**src/rtl/pm_pkg.sv**
```systemverilog
package pm_pkg;

    typedef enum logic [1:0] {
        XC_NONE    = 2'b00,
        XC_EXTDATA = 2'b01,
        XC_STACK   = 2'b10,
        XC_RSVD    = 2'b11
    } xclass_e;

    typedef enum logic [1:0] {
        DM_IDLE  = 2'b00,
        DM_DATA  = 2'b01,
        DM_STACK = 2'b10
    } dm_state_e;

    typedef enum logic [1:0] {
        P34_PLAIN = 2'b00,
        P34_DM_A  = 2'b01,
        P34_DM_B  = 2'b10,
        P34_HS    = 2'b11
    } p34_fn_e;

    typedef enum logic [1:0] {
        P0_IO     = 2'b00,
        P0_LOWNIB = 2'b01,
        P0_FULL   = 2'b10,
        P0_FULL_X = 2'b11
    } p0_fn_e;

    localparam int P01_P0_LSB   = 0;
    localparam int P01_STACK    = 2;
    localparam int P01_P1AD     = 3;
    localparam int P3_P34_LSB   = 3;
    localparam int P34_DATA_BIT = 4;

endpackage

```
**src/rtl/pm_mode_regs.sv**
```systemverilog
module pm_mode_regs #(
    parameter int          DW        = 8,
    parameter int          AW        = 8,
    parameter logic [7:0]  P01M_ADDR = 8'hF8,
    parameter logic [7:0]  P3M_ADDR  = 8'hF7
) (
    input  logic          clk,
    input  logic          rst_n,
    input  logic          wr_i,
    input  logic [AW-1:0] addr_i,
    input  logic [DW-1:0] wdata_i,
    output logic [DW-1:0] p01m_o,
    output logic [DW-1:0] p3m_o,
    output logic          hit_o
);
    localparam logic [AW-1:0] A01 = AW'(P01M_ADDR);
    localparam logic [AW-1:0] A3  = AW'(P3M_ADDR);

    always_ff @(posedge clk or negedge rst_n) begin
        if (!rst_n) begin
            p01m_o <= '0;
            p3m_o  <= '0;
        end else if (wr_i) begin
            if (addr_i == A01) p01m_o <= wdata_i;
            if (addr_i == A3)  p3m_o  <= wdata_i;
        end
    end

    assign hit_o = (addr_i == A01) || (addr_i == A3);
endmodule

```
**src/rtl/pm_port_file.sv**
```systemverilog
module pm_port_file
    import pm_pkg::*;
#(
    parameter int          DW      = 8,
    parameter int          AW      = 8,
    parameter logic [7:0]  P0_ADDR = 8'h00,
    parameter logic [7:0]  P1_ADDR = 8'h01,
    parameter logic [7:0]  P3_ADDR = 8'h03
) (
    input  logic          clk,
    input  logic          rst_n,
    input  logic          wr_i,
    input  logic [AW-1:0] addr_i,
    input  logic [DW-1:0] wdata_i,
    input  logic [1:0]    p0_fn_i,
    input  logic          p1_ad_i,
    output logic [DW-1:0] rdata_o,
    output logic [DW-1:0] p0_q_o,
    output logic [DW-1:0] p1_q_o,
    output logic [DW-1:0] p3_q_o,
    output logic [DW-1:0] p0_mask_o
);
    localparam int NW  = DW / 2;
    localparam int NIB = 2;
    localparam logic [AW-1:0] A0 = AW'(P0_ADDR);
    localparam logic [AW-1:0] A1 = AW'(P1_ADDR);
    localparam logic [AW-1:0] A3 = AW'(P3_ADDR);

    p0_fn_e p0_fn;
    logic [NIB-1:0] nib_addr;

    assign p0_fn = p0_fn_e'(p0_fn_i);

    always_comb begin
        unique case (p0_fn)
            P0_IO:     nib_addr = 2'b00;
            P0_LOWNIB: nib_addr = 2'b01;
            P0_FULL,
            P0_FULL_X: nib_addr = 2'b11;
            default:   nib_addr = 2'b11;
        endcase
    end

    for (genvar n = 0; n < NIB; n++) begin : g_p0nib
        assign p0_mask_o[n*NW +: NW] = {NW{nib_addr[n]}};

        always_ff @(posedge clk or negedge rst_n) begin
            if (!rst_n)
                p0_q_o[n*NW +: NW] <= '0;
            else if (wr_i && addr_i == A0 && !nib_addr[n])
                p0_q_o[n*NW +: NW] <= wdata_i[n*NW +: NW];
        end
    end

    always_ff @(posedge clk or negedge rst_n) begin
        if (!rst_n) begin
            p1_q_o <= '0;
            p3_q_o <= '0;
        end else if (wr_i) begin
            if (addr_i == A1 && !p1_ad_i) p1_q_o <= wdata_i;
            if (addr_i == A3)             p3_q_o <= wdata_i;
        end
    end

    always_comb begin
        rdata_o = '1;
        if (addr_i == A0)
            rdata_o = p0_q_o | p0_mask_o;
        else if (addr_i == A1)
            rdata_o = p1_ad_i ? '1 : p1_q_o;
        else if (addr_i == A3)
            rdata_o = p3_q_o;
    end
endmodule

```
**src/rtl/pm_dm_fsm.sv**
```systemverilog
module pm_dm_fsm
    import pm_pkg::*;
(
    input  logic       clk,
    input  logic       rst_n,
    input  logic [1:0] xclass_i,
    input  logic       stack_int_i,
    output logic       dm_n_o
);
    dm_state_e state_q, state_d;
    xclass_e   xc;

    assign xc = xclass_e'(xclass_i);

    always_comb begin
        unique case (xc)
            XC_EXTDATA: state_d = DM_DATA;
            XC_STACK:   state_d = stack_int_i ? DM_IDLE : DM_STACK;
            XC_NONE,
            XC_RSVD:    state_d = DM_IDLE;
            default:    state_d = DM_IDLE;
        endcase
    end

    always_ff @(posedge clk or negedge rst_n) begin
        if (!rst_n) state_q <= DM_IDLE;
        else        state_q <= state_d;
    end

    always_comb begin
        unique case (state_q)
            DM_IDLE:  dm_n_o = 1'b1;
            DM_DATA:  dm_n_o = 1'b0;
            DM_STACK: dm_n_o = 1'b0;
            default:  dm_n_o = 1'b1;
        endcase
    end
endmodule

```
**src/rtl/pm_port_mode_unit.sv**
```systemverilog
module pm_port_mode_unit
    import pm_pkg::*;
#(
    parameter int          DW        = 8,
    parameter int          AW        = 8,
    parameter logic [7:0]  P01M_ADDR = 8'hF8,
    parameter logic [7:0]  P3M_ADDR  = 8'hF7,
    parameter logic [7:0]  P0_ADDR   = 8'h00,
    parameter logic [7:0]  P1_ADDR   = 8'h01,
    parameter logic [7:0]  P3_ADDR   = 8'h03
) (
    input  logic          clk,
    input  logic          rst_n,
    input  logic          reg_wr_i,
    input  logic [AW-1:0] reg_addr_i,
    input  logic [DW-1:0] reg_wdata_i,
    output logic [DW-1:0] reg_rdata_o,
    input  logic [1:0]    xclass_i,
    input  logic          hs_p34_i,
    output logic          p34_o,
    output logic [DW-1:0] p0_q_o,
    output logic [DW-1:0] p1_q_o,
    output logic [DW-1:0] p3_q_o,
    output logic [DW-1:0] p0_addr_mask_o,
    output logic          p1_addr_data_o,
    output logic          stack_int_o
);
    logic [DW-1:0] p01m_q, p3m_q, port_rdata;
    logic          mode_hit, dm_n;
    p34_fn_e       p34_fn;

    pm_mode_regs #(
        .DW(DW), .AW(AW), .P01M_ADDR(P01M_ADDR), .P3M_ADDR(P3M_ADDR)
    ) u_modes (
        .clk(clk), .rst_n(rst_n), .wr_i(reg_wr_i), .addr_i(reg_addr_i),
        .wdata_i(reg_wdata_i), .p01m_o(p01m_q), .p3m_o(p3m_q), .hit_o(mode_hit)
    );

    assign stack_int_o    = p01m_q[P01_STACK];
    assign p1_addr_data_o = p01m_q[P01_P1AD];

    pm_port_file #(
        .DW(DW), .AW(AW), .P0_ADDR(P0_ADDR), .P1_ADDR(P1_ADDR), .P3_ADDR(P3_ADDR)
    ) u_ports (
        .clk(clk), .rst_n(rst_n), .wr_i(reg_wr_i), .addr_i(reg_addr_i),
        .wdata_i(reg_wdata_i), .p0_fn_i(p01m_q[P01_P0_LSB +: 2]),
        .p1_ad_i(p1_addr_data_o), .rdata_o(port_rdata), .p0_q_o(p0_q_o),
        .p1_q_o(p1_q_o), .p3_q_o(p3_q_o), .p0_mask_o(p0_addr_mask_o)
    );

    pm_dm_fsm u_dm (
        .clk(clk), .rst_n(rst_n), .xclass_i(xclass_i),
        .stack_int_i(stack_int_o), .dm_n_o(dm_n)
    );

    assign reg_rdata_o = mode_hit ? '1 : port_rdata;
    assign p34_fn      = p34_fn_e'(p3m_q[P3_P34_LSB +: 2]);

    always_comb begin
        unique case (p34_fn)
            P34_PLAIN: p34_o = p3_q_o[P34_DATA_BIT];
            P34_DM_A,
            P34_DM_B:  p34_o = dm_n;
            P34_HS:    p34_o = hs_p34_i;
            default:   p34_o = 1'b1;
        endcase
    end
endmodule

```
**config.mk**
```make
export PLATFORM = sky130hd
export DESIGN_NAME = pm_port_mode_unit
export DESIGN_NICKNAME = d
export VERILOG_FILES = /design/src/rtl/pm_pkg.sv /design/src/rtl/pm_mode_regs.sv /design/src/rtl/pm_port_file.sv /design/src/rtl/pm_dm_fsm.sv /design/src/rtl/pm_port_mode_unit.sv
export SDC_FILE = /design/constraint.sdc
export NUM_CORES = 1
export LEC_CHECK = 0
export ABC_CLOCK_PERIOD_IN_PS = 3300
export BUFFER_PORTS_ARGS = -buffer_cell sky130_fd_sc_hd__buf_2
export CAP_MARGIN = 30
export CORE_MARGIN = 2
export CORE_UTILIZATION = 52
export DETAILED_ROUTE_END_ITERATION = 8
export PLACE_DENSITY = 0.93
export SYNTH_ARGS = -nofsm -noshare
export SYNTH_HDL_FRONTEND = slang
export SYNTH_SLANG_ARGS = --single-unit
```
**constraint.sdc**
```tcl
create_clock -name clk -period 3.3 [get_ports clk]
set_clock_uncertainty 0.1 [all_clocks]
set_input_delay 0.495 -clock clk [delete_from_list [all_inputs] [get_ports clk]]
set_output_delay 0.495 -clock clk [all_outputs]
set_load 0.02 [all_outputs]
```
; ---- Word-level counts from Yosys, hierarchy flattened
; Index checks and enable logic that the tools add are counted.
[totals]
regBits = 35
input_bits = 22
wordCells = 53
[classes]
eq_ne = 15
n_mux = 10
n_bitwise = 1
reduce_logical = 20
[ops]
columns = operator, count
row1 = $mux 8, 5
row2 = $eq 8x8->1 const B, 2
row3 = $eq 2x2->1 const B, 7
row4 = $pmux 2 s3, 2
row5 = $eq 2x1->1 const B, 4
row6 = $eq 8x1->1 const B, 1
row7 = $eq 8x2->1 const B, 1
row8 = $logic_not 8->1, 1
row9 = $or 8x8->8, 1
row10 = $reduce_and 2->1, 4
row11 = $reduce_or 2->1, 4
row12 = $logic_not 2->1, 3
row13 = $logic_and 1x1->1, 4
row14 = $logic_not 1->1, 3
row15 = $pmux 1 s3, 1
row16 = $mux 2, 1
row17 = $logic_or 1x1->1, 1
row18 = $mux 1, 1

; ---- Depth between registers and ports, before layout
[depth]
word_depth = 6
depth_mapped = 5
mapped_depth_nobuf = 4

; ---- Hierarchy
; A second synthesis with hierarchy kept.
[hier_totals]
hier_cells = 160
area_unflattened_um2 = 2114.5
[modules_own_cells]
columns = module, n_inst, cells_per_inst, area_each_um2
row1 = pm_port_file, 1, 99, 1263.7
row2 = pm_mode_regs, 1, 41, 671.9
row3 = pm_port_mode_unit, 1, 15, 98.8
row4 = pm_dm_fsm, 1, 5, 80.1

; ---- Least setup slack after synthesis
; OpenSTA, ideal clock, no wires.
[synth_path]
path_type = input to output
start = input port reg_addr_i[0]
end = output port reg_rdata_o[4]
t_arrival_ns = 1.579
path_slack_ns = 1.126
stages = 5
n_path_buf = 2
cell_sequence = clkbuf_1 > buf_2 > or3_1 > a21oi_1 > o21ai_0
[synth_via]
elab_chain_len = 5
[synth_rtl]
columns = item, line_no
row1 = start: declaration, pm_port_mode_unit.sv:15  ; input logic [AW-1:0] reg_addr_i,
row2 = $eq 8x2->1, pm_port_file.sv:71  ; else if (addr_i == A3)
row3 = $mux 8, pm_port_file.sv:71
row4 = $mux 8, pm_port_file.sv:69  ; else if (addr_i == A1)
row5 = $mux 8, pm_port_file.sv:67  ; if (addr_i == A0)
row6 = $mux 8 (*), pm_port_mode_unit.sv:56  ; assign reg_rdata_o = mode_hit ? '1 : port_rdata;
row7 = end: declaration, pm_port_mode_unit.sv:17  ; output logic [DW-1:0] reg_rdata_o,
; Mark *: on every way between the ends. The rest lies on a longest branch, timed or not.

; ---- Worst setup path in the final report
[layout_path]
start = input port reg_addr_i[2]
end = output port reg_rdata_o[4]
; Same word-level chain as after synthesis.

==> summary.md <==
| Metric | Value |
|---|---|
| RePlAce Congestion | 0.817 |
| Cts hold-fix bufs | 0 |
| Sequential fraction of the synthesis area | 0.486 |
| Slew Viols, Final | 0 |
| Cell mode on critical path | buf_2 |
| Primary FF master, synth | dfrtp_1 |
| Leak | 1.09 nW |
| Synth Area per Inst | 12.1 um2 |
| CTS clk-pin slew, worst paths | 0.10 ns |
| CTS tree | built |
| Die extent in y | 60.3 um |
| Max rail drop VDD | 0.267 mV |
| Crit. End Element | output pin |
| CP top delay family | simple AND/OR/NAND/NOR gates |
| Initial Util | 0.544 |
| Die Width | 60.3 um |
| # nets final | 219 |
| Final TNS setup | 0 ns |
| Vias in the first global route | 1301 |
| Fin crit share | 0.798 |
| Post-synth net total | 160 |
| Critical-path top delay cell | nor3b_2 |
| DP Worst Slack | 0.717 ns |
| Actual slew at the worst max-slew pin | 0.683 ns |
| RSZ-0062 raised after global routing | false |
| YS warnings | 0 |
| DRT iter0 DRCs | 29 |
| Seq cells post-synth | 32 |
| CTS root buf | clkbuf_4 |
| Status | finished clean |
| Post-layout minimum cycle time | 2.63 ns |
| Die footprint | 3640 um2 |
| Wire per inst | 16.0 um |
| Routed wire length | 3850 um |
| DR vias/cell | 5.63 |
| CTS HTree Levels | 2 |
| Proportion of layout cells with a drive suffix above 1 | 0.561 |
| Setup CP Type | input port to output pin |
| Pwr dens | 398 nW/um2 |
| CP cell instances | buf_2 -> nor4_4 -> nor3b_2 -> o21ai_0 -> buf_2 |
| EDFF count, synth | 0 |
| Buf+Inv Stages, Crit Path | 2 |
| Detailed placement HPWL | 2830 um |
| GRT Overall Usage | 0.238 |
| MaxCap Viol Count | 0 |
| Post-cts resize count | 0 |
| CP Launch Type | input port |
| TritonCTS Sinks | 32 |
| Top-level port count | 65 |
| Total CTS buffers | 5 |
| Final Setup Violations | 0 |
| HP Class | input port to async pin |
| Unique masters post-synth | 32 |
| Total grt overflow | 0 |
| Largest net degree at the start of global routing | 33 |
| Floorplan core area | 3030 um2 |
| Setup Fix Bufs, Post-CTS | 0 |
| Final hold vios | 0 |
| Final ANT Viol Nets | 0 |
| Critical path's largest stage delay | 0.59 ns |
| Mapped Area | 1650 um2 |
| CTS Buffer Depth | 2 |
| Mapped Cells | 136 |
| Arr. time, crit path | 2.04 ns |
| Worst skew pair latency | 0.33 ns |
| Pre-Repair DR Iteration Count | 4 |
| Most common cell after layout, fill and taps aside | buf_2 |
| ANT cells | 0 |
| Async S/R FF share, synth | 1.00 |
| Rows | 20 |
| Req. time, crit path | 2.70 ns |
| Fmax | 380 MHz |
| Synth area leader | dfrtp_1 |
| Max FO, Critical Path | 8 |
| Port bufs | 64 |
| Worst slew margin | 0.545 |
| Setup ws final | 0.665 ns |
| Area Overhead vs Synth | 21.7% |
| First-pass GRT wire length | 6210 um |
| Most frequent cells in the layout | buf_2, dfrtp_1, mux2_2 |
| Residual DRC count | 0 |
| Top-area cell type share of the netlist area | 0.486 |
| Initial antenna violation count | 0 |
| Synth top area cells | dfrtp_1, mux2_2, buf_4, o21ai_0, or3b_2 |
| Vias | 1351 |
-- synthesized netlist by cell type, types with 4 or more instances --
library cell  instances
nor2_1                4
nand3_1               4
buf_4                 6
o22ai_1               4
or3b_2                4
a21oi_1               5
dfrtp_1              32
or3_1                 4
o21ai_0               8
mux2_2               30
o21a_1                4
-- sequential cells by signal (all words and copies together), names as in the netlist --
name	flops
u_modes.p01m_o	4
u_dm.state_q	2
u_ports.p3_q_o	8
u_ports.p1_q_o	8
u_modes.p3m_o	2
u_ports.p0_q_o	8
-- area by class of cell --
class                           instances  area, um2
Inverter                                3       11.3
Clock buffer                            8       58.8
Tap cell                               44       55.1
Fill cell                             258       1020
Timing Repair Buffer                   64        320
Sequential cell                        32        801
Multi-Input combinational cell         89        759
-- metrics by stage --
| stage | cells | power [mW] | hold WS, ns | cell area [um2] | util |
|---|---|---|---|---|---|
| 2_1_floorplan | 136 | 0.521 | 0.0994 | 1650 | - |
| 3_3_place_gp | 232 | 0.572 | 0.340 | 1950 | 0.643 |
| 3_5_place_dp | 232 | 0.576 | 0.347 | 1950 | 0.643 |
| 4_1_cts | 240 | 0.804 | 0.107 | 2010 | 0.662 |
| 5_1_grt | 240 | 0.840 | 0.137 | 2010 | 0.662 |
| 6_report | 240 | 0.799 | 0.0905 | 2010 | 0.662 |
-- cell families (layout without fill, tap and decap cells) --
kind of cell	after synthesis	count (layout)	synth area share
AND/OR/NAND/NOR	34	34	0.157
flip-flops	32	32	0.486
multiplexers	30	30	0.205
AO/OA/AOI/OAI	22	22	0.0782
buffers and inverters	15	75	0.0531
adder cells (fa/ha/maj)	2	2	0.0152
XOR/XNOR	1	1	0.00532
-- report_power, final --
part	total (mW)	switching, mW	internal (mW)
Combinational	0.141	0.0842	0.0569
Sequential	0.427	0.0162	0.411
Clock	0.231	0.126	0.105
Total	0.799	0.227	0.572
-- metal layers --
metal	share of wire	GRT usage
met5	0	0
met4	0.017	0.114
met3	0.056	0.0584
met2	0.50	0.385
met1	0.42	0.297
-- worst reg2reg max path, delay by kind of cell, from the launching register on --
family / cells / cell delay (ns)
and+or+nand+nor: 2 / 0.76
muxes: 1 / 0.35
DFF: 1 / 0.49
-- path summary, 6_finish.rpt --
check / from / endpoint / slack (ns) / depth (start not counted)
max in group asynchronous: rst_n / u_ports.p3_q_o[6]$_DFFE_PN0P_ / 2.57 / 1
setup reg to reg: u_modes.p01m_o[1]$_DFFE_PN0P_ / u_ports.p0_q_o[2]$_DFFE_PN0P_ / 1.49 / 3
hold / removal: rst_n / u_modes.p3m_o[4]$_DFFE_PN0P_ / 0.09 / 1
setup / recovery: reg_addr_i[2] / reg_rdata_o[4] / 0.67 / 5
min in group clk: xclass_i[1] / u_dm.state_q[0]$_DFF_PN0_ / 0.21 / 2
hold reg to reg: u_modes.p01m_o[2]$_DFFE_PN0P_ / u_dm.state_q[1]$_DFF_PN0_ / 0.35 / 1
Note: power is estimated with default switching activity, not from simulation.
